## config.mk

```make
export PLATFORM = sky130hd
export DESIGN_NAME = sliced_alu
export DESIGN_NICKNAME = d
export VERILOG_FILES = /design/src/rtl/salu_pkg.sv /design/src/rtl/alu_operand_prep.sv /design/src/rtl/alu_carry_chain.sv /design/src/rtl/alu_bit_cell.sv /design/src/rtl/alu_flag_unit.sv /design/src/rtl/sliced_alu.sv
export SDC_FILE = /design/constraint.sdc
export NUM_CORES = 1
export LEC_CHECK = 0
export ABC_AREA = 1
export ABC_CLOCK_PERIOD_IN_PS = 15200
export BUFFER_PORTS_ARGS = -buffer_cell sky130_fd_sc_hd__buf_2
export CORE_MARGIN = 5
export CORE_UTILIZATION = 51
export DETAILED_ROUTE_END_ITERATION = 8
export PLACE_DENSITY = 0.89
export SYNTH_ARGS = -nofsm -noshare
export SYNTH_HDL_FRONTEND = slang
export SYNTH_SLANG_ARGS = --single-unit
export TNS_END_PERCENT = 5
```

## constraint.sdc

```tcl
create_clock -name vclk -period 15.2
set_input_delay 0.76 -clock vclk [all_inputs]
set_output_delay 0.76 -clock vclk [all_outputs]
set_load 0.05 [all_outputs]
```

## src/rtl/salu_pkg.sv

```systemverilog
package salu_pkg;

    localparam int unsigned SEL_W = 3;
    localparam int unsigned CTL_W = SEL_W + 1;

    typedef enum logic [SEL_W-1:0] {
        SEL_AND   = 3'b000,
        SEL_OR    = 3'b001,
        SEL_XOR   = 3'b010,
        SEL_NOR   = 3'b011,
        SEL_ARITH = 3'b100,
        SEL_SLT   = 3'b101,
        SEL_SLTU  = 3'b110,
        SEL_RSVD  = 3'b111
    } alu_sel_e;

    typedef struct packed {
        alu_sel_e sel;
        logic     invert_b;
        logic     carry_in;
    } alu_ctrl_t;

endpackage

```

## src/rtl/alu_operand_prep.sv

```systemverilog
module alu_operand_prep
    import salu_pkg::*;
#(
    parameter int unsigned W = 32
) (
    input  logic [W-1:0]     b_in,
    input  logic [CTL_W-1:0] ctl,
    output logic [W-1:0]     b_eff,
    output alu_ctrl_t        ctrl
);

    alu_ctrl_t ctrl_d;

    always_comb begin
        ctrl_d.sel = alu_sel_e'(ctl[SEL_W-1:0]);
        // comparisons always subtract; otherwise the top control bit decides
        ctrl_d.invert_b = ctl[CTL_W-1]
                        | (ctrl_d.sel == SEL_SLT)
                        | (ctrl_d.sel == SEL_SLTU);
        ctrl_d.carry_in = ctrl_d.invert_b & (ctrl_d.sel inside {SEL_ARITH, SEL_SLT, SEL_SLTU});
    end

    assign ctrl  = ctrl_d;
    assign b_eff = ctrl_d.invert_b ? ~b_in : b_in;

endmodule

```

## src/rtl/alu_carry_chain.sv

```systemverilog
module alu_carry_chain #(
    parameter int unsigned W = 32
) (
    input  logic [W-1:0] a,
    input  logic [W-1:0] b,
    input  logic         cin,
    output logic [W:0]   carry
);

    always_comb begin
        carry[0] = cin;
        for (int i = 0; i < W; i++) begin
            carry[i+1] = (a[i] & b[i]) | (a[i] & carry[i]) | (b[i] & carry[i]);
        end
    end

endmodule

```

## src/rtl/alu_bit_cell.sv

```systemverilog
module alu_bit_cell
    import salu_pkg::*;
(
    input  logic     a,
    input  logic     b,
    input  logic     cin,
    input  logic     less,
    input  alu_sel_e sel,
    output logic     res
);

    logic sum_bit;

    assign sum_bit = a ^ b ^ cin;

    always_comb begin
        unique case (sel)
            SEL_AND:   res = a & b;
            SEL_OR:    res = a | b;
            SEL_XOR:   res = a ^ b;
            SEL_NOR:   res = ~(a | b);
            SEL_ARITH: res = sum_bit;
            SEL_SLT,
            SEL_SLTU:  res = less;
            default:   res = 1'b0;
        endcase
    end

endmodule

```

## src/rtl/alu_flag_unit.sv

```systemverilog
module alu_flag_unit
    import salu_pkg::*;
#(
    parameter int unsigned W = 32
) (
    input  logic         a_msb,
    input  logic         b_msb,
    input  logic         c_into_msb,
    input  logic         c_out_msb,
    input  alu_sel_e     sel,
    input  logic         unsigned_mode,
    input  logic [W-1:0] res,
    output logic         set_bit,
    output logic         zero,
    output logic         ovf
);

    logic diff_sign;
    logic raw_ovf;

    assign diff_sign = a_msb ^ b_msb ^ c_into_msb;
    assign raw_ovf   = c_into_msb ^ c_out_msb;

    always_comb begin
        unique case (sel)
            SEL_SLT:  set_bit = diff_sign ^ raw_ovf;
            SEL_SLTU: set_bit = ~c_out_msb;
            default:  set_bit = 1'b0;
        endcase
    end

    assign ovf  = raw_ovf & (sel == SEL_ARITH) & ~unsigned_mode;
    assign zero = ~|res;

endmodule

```

## src/rtl/sliced_alu.sv

```systemverilog
module sliced_alu
    import salu_pkg::*;
#(
    parameter int unsigned W = 32
) (
    input  logic [W-1:0]     opa,
    input  logic [W-1:0]     opb,
    input  logic [CTL_W-1:0] ctl,
    input  logic             unsigned_mode,
    output logic [W-1:0]     result,
    output logic             zero,
    output logic             ovf
);

    localparam int unsigned MSB = W - 1;

    logic [W-1:0] b_eff;
    alu_ctrl_t    ctrl;
    logic [W:0]   carry;
    logic         set_bit;

    alu_operand_prep #(.W(W)) prep_i (
        .b_in  (opb),
        .ctl   (ctl),
        .b_eff (b_eff),
        .ctrl  (ctrl)
    );

    alu_carry_chain #(.W(W)) chain_i (
        .a     (opa),
        .b     (b_eff),
        .cin   (ctrl.carry_in),
        .carry (carry)
    );

    for (genvar i = 0; i < W; i++) begin : g_cell
        if (i == 0) begin : g_low
            alu_bit_cell cell_i (
                .a    (opa[i]),
                .b    (b_eff[i]),
                .cin  (carry[i]),
                .less (set_bit),
                .sel  (ctrl.sel),
                .res  (result[i])
            );
        end else begin : g_up
            alu_bit_cell cell_i (
                .a    (opa[i]),
                .b    (b_eff[i]),
                .cin  (carry[i]),
                .less (1'b0),
                .sel  (ctrl.sel),
                .res  (result[i])
            );
        end
    end

    alu_flag_unit #(.W(W)) flags_i (
        .a_msb         (opa[MSB]),
        .b_msb         (b_eff[MSB]),
        .c_into_msb    (carry[MSB]),
        .c_out_msb     (carry[W]),
        .sel           (ctrl.sel),
        .unsigned_mode (unsigned_mode),
        .res           (result),
        .set_bit       (set_bit),
        .zero          (zero),
        .ovf           (ovf)
    );

endmodule

```

== Word level (Yosys, flattened, before mapping) ==
Index checks and enable logic that the tools add are counted.
Operators by class
  eq/ne operators: 6
  multiplexer cells: 34
  bitwise logic cells: 298
  reductions and logical operators: 5
Operators by type and width (count)
  $pmux W1 S5: 31
  $and A1 B1 Y1: 99
  $or A1 B1 Y1: 98
  $xor A1 B1 Y1: 66
  $not A1 Y1: 34
  $mux W32: 1
  $not A32 Y32: 1
  $reduce_or A32 Y1: 1
  $eq A3 B3 Y1 const B: 3
  $eq A3 B2 Y1 const B: 2
  $pmux W1 S6: 1
  $eq A3 B1 Y1 const B: 1
  $logic_not A3 Y1: 1
  $reduce_bool A3 Y1: 1
  $pmux W1 S2: 1
  $reduce_or A2 Y1: 1
  $logic_not A1 Y1: 1
Word-level totals
  flip-flop bits (word level): 0
  bits of input ports: 69
  output and inout bits: 34
  word-level logic and storage cells: 343

== Logic depth before layout (Yosys ltp) ==
  depth in word-level cells: 106
  gate-level depth with buffers: 49
  depth with buffers taken out: 47

== By module ==
Synthesis repeated with hierarchy kept, for this count alone.
Second synthesis, totals
  cells, all modules: 1234
  area total of the unflattened synthesis: 6242.2 µm²
Modules (own cells, without submodules)
  alu_bit_cell: instances 32, cells each 27, area an instance 135.1 µm², seq. area each 0.0 µm²
  alu_operand_prep: instances 1, cells each 151, area an instance 1016.0 µm², seq. area each 0.0 µm²
  alu_carry_chain: instances 1, cells each 167, area an instance 694.4 µm², seq. area each 0.0 µm²
  alu_flag_unit: instances 1, cells each 51, area an instance 203.9 µm², seq. area each 0.0 µm²
  sliced_alu: instances 1, cells each 1, area an instance 3.8 µm², seq. area each 0.0 µm²

== Worst setup path after synthesis ==
No wires, ideal clock.
  path kind: input-to-output
  start: input ctl[0]
  end: output zero
  data arrival time: 15.091 ns
  required time: 14.440 ns
  setup slack: -0.651 ns
  cell stages on the path: 48
  buffers on the path: 2
  cell sequence: buf_6 > inv_2 > nand2_2 > nand3_1 > nand2_1 > buf_4 > xor2_1 > fa_1 > fa_1 > fa_1 > fa_1 > fa_1 > fa_1 > fa_1 > fa_1 > fa_1 > fa_1 > fa_1 > (+12 left out) > fa_1 > fa_1 > fa_1 > fa_1 > fa_1 > fa_1 > fa_1 > fa_1 > fa_1 > nand3_1 > nand2_1 > nor2_1 > nand2_1 > nor2_1 > nand2_1 > nor2_1 > nand2_1 > nor2_1
Between the ends
  elaborated cells on any way between the ends: 339
  classes of those cells: 6 x eq/ne; 34 x mux; 294 x bitwise; 5 x reduce/logical
RTL lines
  start, declared: RTL line sliced_alu.sv:8  | input logic [CTL_W-1:0] ctl,
  $eq A3 B3 Y1: RTL line alu_operand_prep.sv:18, alu_operand_prep.sv:20
  $or A1 B1 Y1: RTL line alu_operand_prep.sv:18  | | (ctrl_d.sel == SEL_SLT)
  $or A1 B1 Y1: RTL line alu_operand_prep.sv:19  | | (ctrl_d.sel == SEL_SLTU);
  $mux W32 / $and A1 B1 Y1 (equally long branches): RTL line alu_operand_prep.sv:24, alu_operand_prep.sv:20
  $and A1 B1 Y1: RTL line alu_carry_chain.sv:13  | carry[i+1] = (a[i] & b[i]) | (a[i] & carry[i]) | (b[i] & carry[i]);
  $or A1 B1 Y1 (2 in series): RTL line alu_carry_chain.sv:13
  $and A1 B1 Y1: RTL line alu_carry_chain.sv:13
  $or A1 B1 Y1 (2 in series): RTL line alu_carry_chain.sv:13
  (+82 left out)
  $or A1 B1 Y1 (2 in series): RTL line alu_carry_chain.sv:13
  $and A1 B1 Y1: RTL line alu_carry_chain.sv:13
  $or A1 B1 Y1 (2 in series): RTL line alu_carry_chain.sv:13
  $xor A1 B1 Y1: RTL line alu_bit_cell.sv:14  | assign sum_bit = a ^ b ^ cin;
  $pmux W1 S5 (*): RTL line alu_bit_cell.sv:17  | unique case (sel)
  via g_cell[31].g_up.cell_i.res: RTL line alu_bit_cell.sv:9  | output logic res
  $reduce_or A32 Y1 (*): RTL line alu_flag_unit.sv:33  | assign zero = ~|res;
  $logic_not A1 Y1 (*): RTL line alu_flag_unit.sv:33
  end, declared: RTL line sliced_alu.sv:11  | output logic zero,
Mark *: on every way through the listed nets, which the timed path passes. The rest lies on a longest branch.

== Worst setup path after layout ==
  start: input ctl[0]
  end: output zero
Between the ends
  longest elaborated chain between the ends: 106
  elaborated cells on any way between the ends: 339
  classes of those cells: 6 x eq/ne; 34 x mux; 294 x bitwise; 5 x reduce/logical
Ends and longest elaborated chain
  $eq A3 B3 Y1
  $or A1 B1 Y1: RTL line alu_operand_prep.sv:18
  $or A1 B1 Y1: RTL line alu_operand_prep.sv:19
  $mux W32 / $and A1 B1 Y1 (equally long branches): RTL line alu_operand_prep.sv:24, alu_operand_prep.sv:20
  $and A1 B1 Y1, on equally long branches: RTL line alu_carry_chain.sv:13, alu_bit_cell.sv:18
  $or A1 B1 Y1 (2 in series): RTL line alu_carry_chain.sv:13
  $and A1 B1 Y1: RTL line alu_carry_chain.sv:13
  $or A1 B1 Y1 (2 in series): RTL line alu_carry_chain.sv:13
  (+87 left out)
  $and A1 B1 Y1: RTL line alu_carry_chain.sv:13
  $or A1 B1 Y1 (2 in series): RTL line alu_carry_chain.sv:13
  $xor A1 B1 Y1: RTL line alu_flag_unit.sv:22  | assign raw_ovf = c_into_msb ^ c_out_msb;
  $xor A1 B1 Y1: RTL line alu_flag_unit.sv:26  | SEL_SLT: set_bit = diff_sign ^ raw_ovf;
  $pmux W1 S2: RTL line alu_flag_unit.sv:25  | unique case (sel)
  $pmux W1 S6: RTL line alu_bit_cell.sv:17
  $reduce_or A32 Y1 (*): RTL line alu_flag_unit.sv:33
  $logic_not A1 Y1 (*): RTL line alu_flag_unit.sv:33
Mark *: on every way between the ends. The rest lies on a longest branch, timed or not.

==> results.md <==
* Post-CTS Setup Bufs at 0
* Area of the multi-input gates at 3169 µm²
* Slew Limit Fails at 0
* Mux cell area share after synthesis at 0.2569%
* Setup tns final at 0 ns
* Via count at 3994
* Vias per std cell at 5.180
* Final WS setup at 0.3564 ns
* Synth unique cells at 24
* N_diodes at 0
* Dpl hpwl at 8510 µm
* Initial antenna violation count at 0
* ANT nets after route at 0
* Largest stage delay, worst path at 0.44 ns
* Synth Area in XOR/XNOR at 7.418%
* Net Count, Synth at 773
* Adder-cell share of the synthesized area at 37.51%
* Congestion Overflow GR at 0
* Fmax at 67.37 MHz
* Crit. End Element: primary output
* Pre-CTS WS at -0.6296 ns
* Worst-path fanout max at 3
* Largest family of logic cells by synthesized area: adder cells
* Cell Rows at 31
* Worst-Margin Slew at 1.046 ns
* Die width at 97.41 µm
* Tcrit/Tclk final at 97.66%
* Nets@finish at 840
* Vias in the first global route at 4059
* Syn-to-layout area delta at 11.72%
* First-pass GRT wire length at 18030 µm
* Drt initial violations at 183
* Req. time, crit path at 14.44 ns
* # clk buffers at 0
* Final setup fails at 0
* Static leakage at 0.002643 µW
* CP Launch Type: input port
* Slew headroom at 30.21%
* DRT Pass-1 Iters at 7
* WL/cell at 13.84 µm
* Setup crit end: zero
* Reg area at 0 µm²
* Number of I/O pins at 103
* Filler cells at 701
* Status: completed
* Minimum clock period at 14.84 ns
* Netlist Area Pre-Place at 3896 µm²
* Pwr dens at 50.44 nW/µm²
* Starting Density at 53.15%
* Die Y at 97.41 µm
* CP max stage cell: fa_1
* Die ar. at 9488 µm²
* Synth Area per Inst at 6.419 µm²
* Largest net degree at the start of global routing at 46
* GPL Wtd Cong at 0.9719
* Seq cells at 0
* Sequential fraction of the synthesis area at 0%
* Min-delay worst type: in -> out
* Synth Warn # at 0
* Final hold viol count at 0
* Crit path from: ctl[0]
* Share of cells above drive strength 1 at 24.11%
* PortBufs at 103
* Detailed-route DRC error count at 0
* Unrepaired setup endpoints after global routing: false
* Total core area at 7331 µm²
* Post-synthesis compound-gate area fraction at 2.184%
* WL final at 10670 µm
* Worst Path Arrival at 14.08 ns
* Synthesized netlist cell count at 607
* Peak VDD IR at 0.04664 mV
* Max-cap viol count at 0
* CP Class: in -> out
* Most frequent CP cell: fa_2
* Post-Synth Simple-Gate Area at 31.79%
* Total track usage at 22.07%
-- cell usage in the layout (no fill, tap or decap) --
cell,synthesis,final
inv_2,1,1
o21ai_0,4,4
nand2_1,136,135
xor2_1,32,32
buf_4,37,18
nand3_1,69,69
fa_1,33,6
o21ai_1,8,8
inv_4,2,2
fa_2,0,27
nor3_2,0,1
a21oi_1,5,5
ha_1,64,64
nor2_1,80,78
nand3_2,1,1
nand4_1,4,4
buf_2,12,102
inv_1,103,103
mux2i_1,1,1
xnor2_1,1,1
nor2_2,3,4
nor2_4,1,2
nand2_2,2,3
buf_6,6,1
-- final cells by class --
class / instances / share of cell area, %
inverter: 106 / 9.256
multi-input combinational: 445 / 72.81
timing repair buffer: 121 / 15.09
tap: 99 / 2.846
-- cell usage after synthesis --
library cell,number,area share [%]
buf_2,12,1.5
nor2_4,1,0.29
o21ai_0,4,0.51
nand2_1,136,13
buf_6,6,1.7
nor2_1,80,7.7
inv_4,2,0.32
clkbuf_1,1,0.096
nand4_1,4,0.64
nor2_2,3,0.48
nand3_1,69,8.9
xor2_1,32,7.2
ha_1,64,21
fa_1,33,17
o21ai_1,8,1.0
inv_2,1,0.096
inv_1,103,9.9
a21oi_1,5,0.64
buf_4,37,7.1
nor3_1,1,0.13
mux2i_1,1,0.26
nand3_2,1,0.26
xnor2_1,1,0.22
nand2_2,2,0.32
-- critical path: cells and delay by family --
family / cells / cell delay [ns]
adders and majority gates: 32 / 11.75
and+or+nand+nor: 12 / 1.04
buffers and inverters: 3 / 0.34
xor gates and xnor gates: 1 / 0.17
-- what timing repair did --
action / CTS / global route
hold buffers: 0 / 0
hold endpoints to repair: 0 / 0
gates resized for setup: 12 / 10
setup endpoints to repair: 4 / 3
pin swaps: 1 / 2
-- stage by stage --
stage	hold WS [ns]	total power [µW]	utilization (%)	area [µm²]	instances
after floorplan	1.622	171.9	-	3933	607
after global placement	1.834	204.5	58.61	4297	771
after detailed placement	1.837	213.8	58.61	4297	771
after CTS	1.838	216.5	59.04	4328	771
after global routing	1.849	244.3	59.38	4353	771
final	1.836	219.6	59.38	4353	771
-- worst min path at each step --
stage | startpoint | end | slack [ns] | depth (start not counted)
finish | unsigned_mode | ovf | 1.84 | 3
floorplan | unsigned_mode | ovf | 1.62 | 1
detailed placement | unsigned_mode | ovf | 1.84 | 3
global placement | unsigned_mode | ovf | 1.83 | 3
CTS | unsigned_mode | ovf | 1.84 | 3
global route | unsigned_mode | ovf | 1.85 | 3
-- layer usage --
metal  GRT usage (%)  wire length, µm
met1           28.63             4283
met2           39.33             5254
met3           1.723              933
met4           5.751              196
met5               0                0
-- power breakdown --
part	total, µW	switching (µW)	internal [µW]	leakage, µW
registers	0	0	0	0
clock network	0	0	0	0
logic	220	147	73.1	0.00264
total	220	147	73.1	0.00264
-- cell families after synthesis --
family / count (synthesis)
buffers and inverters: 162
AOI/OAI and AO/OA: 17
and+or+nand+nor: 297
muxes: 1
xor gates and xnor gates: 33
adders and majority gates: 97
Power figures use the tool's default switching activity.
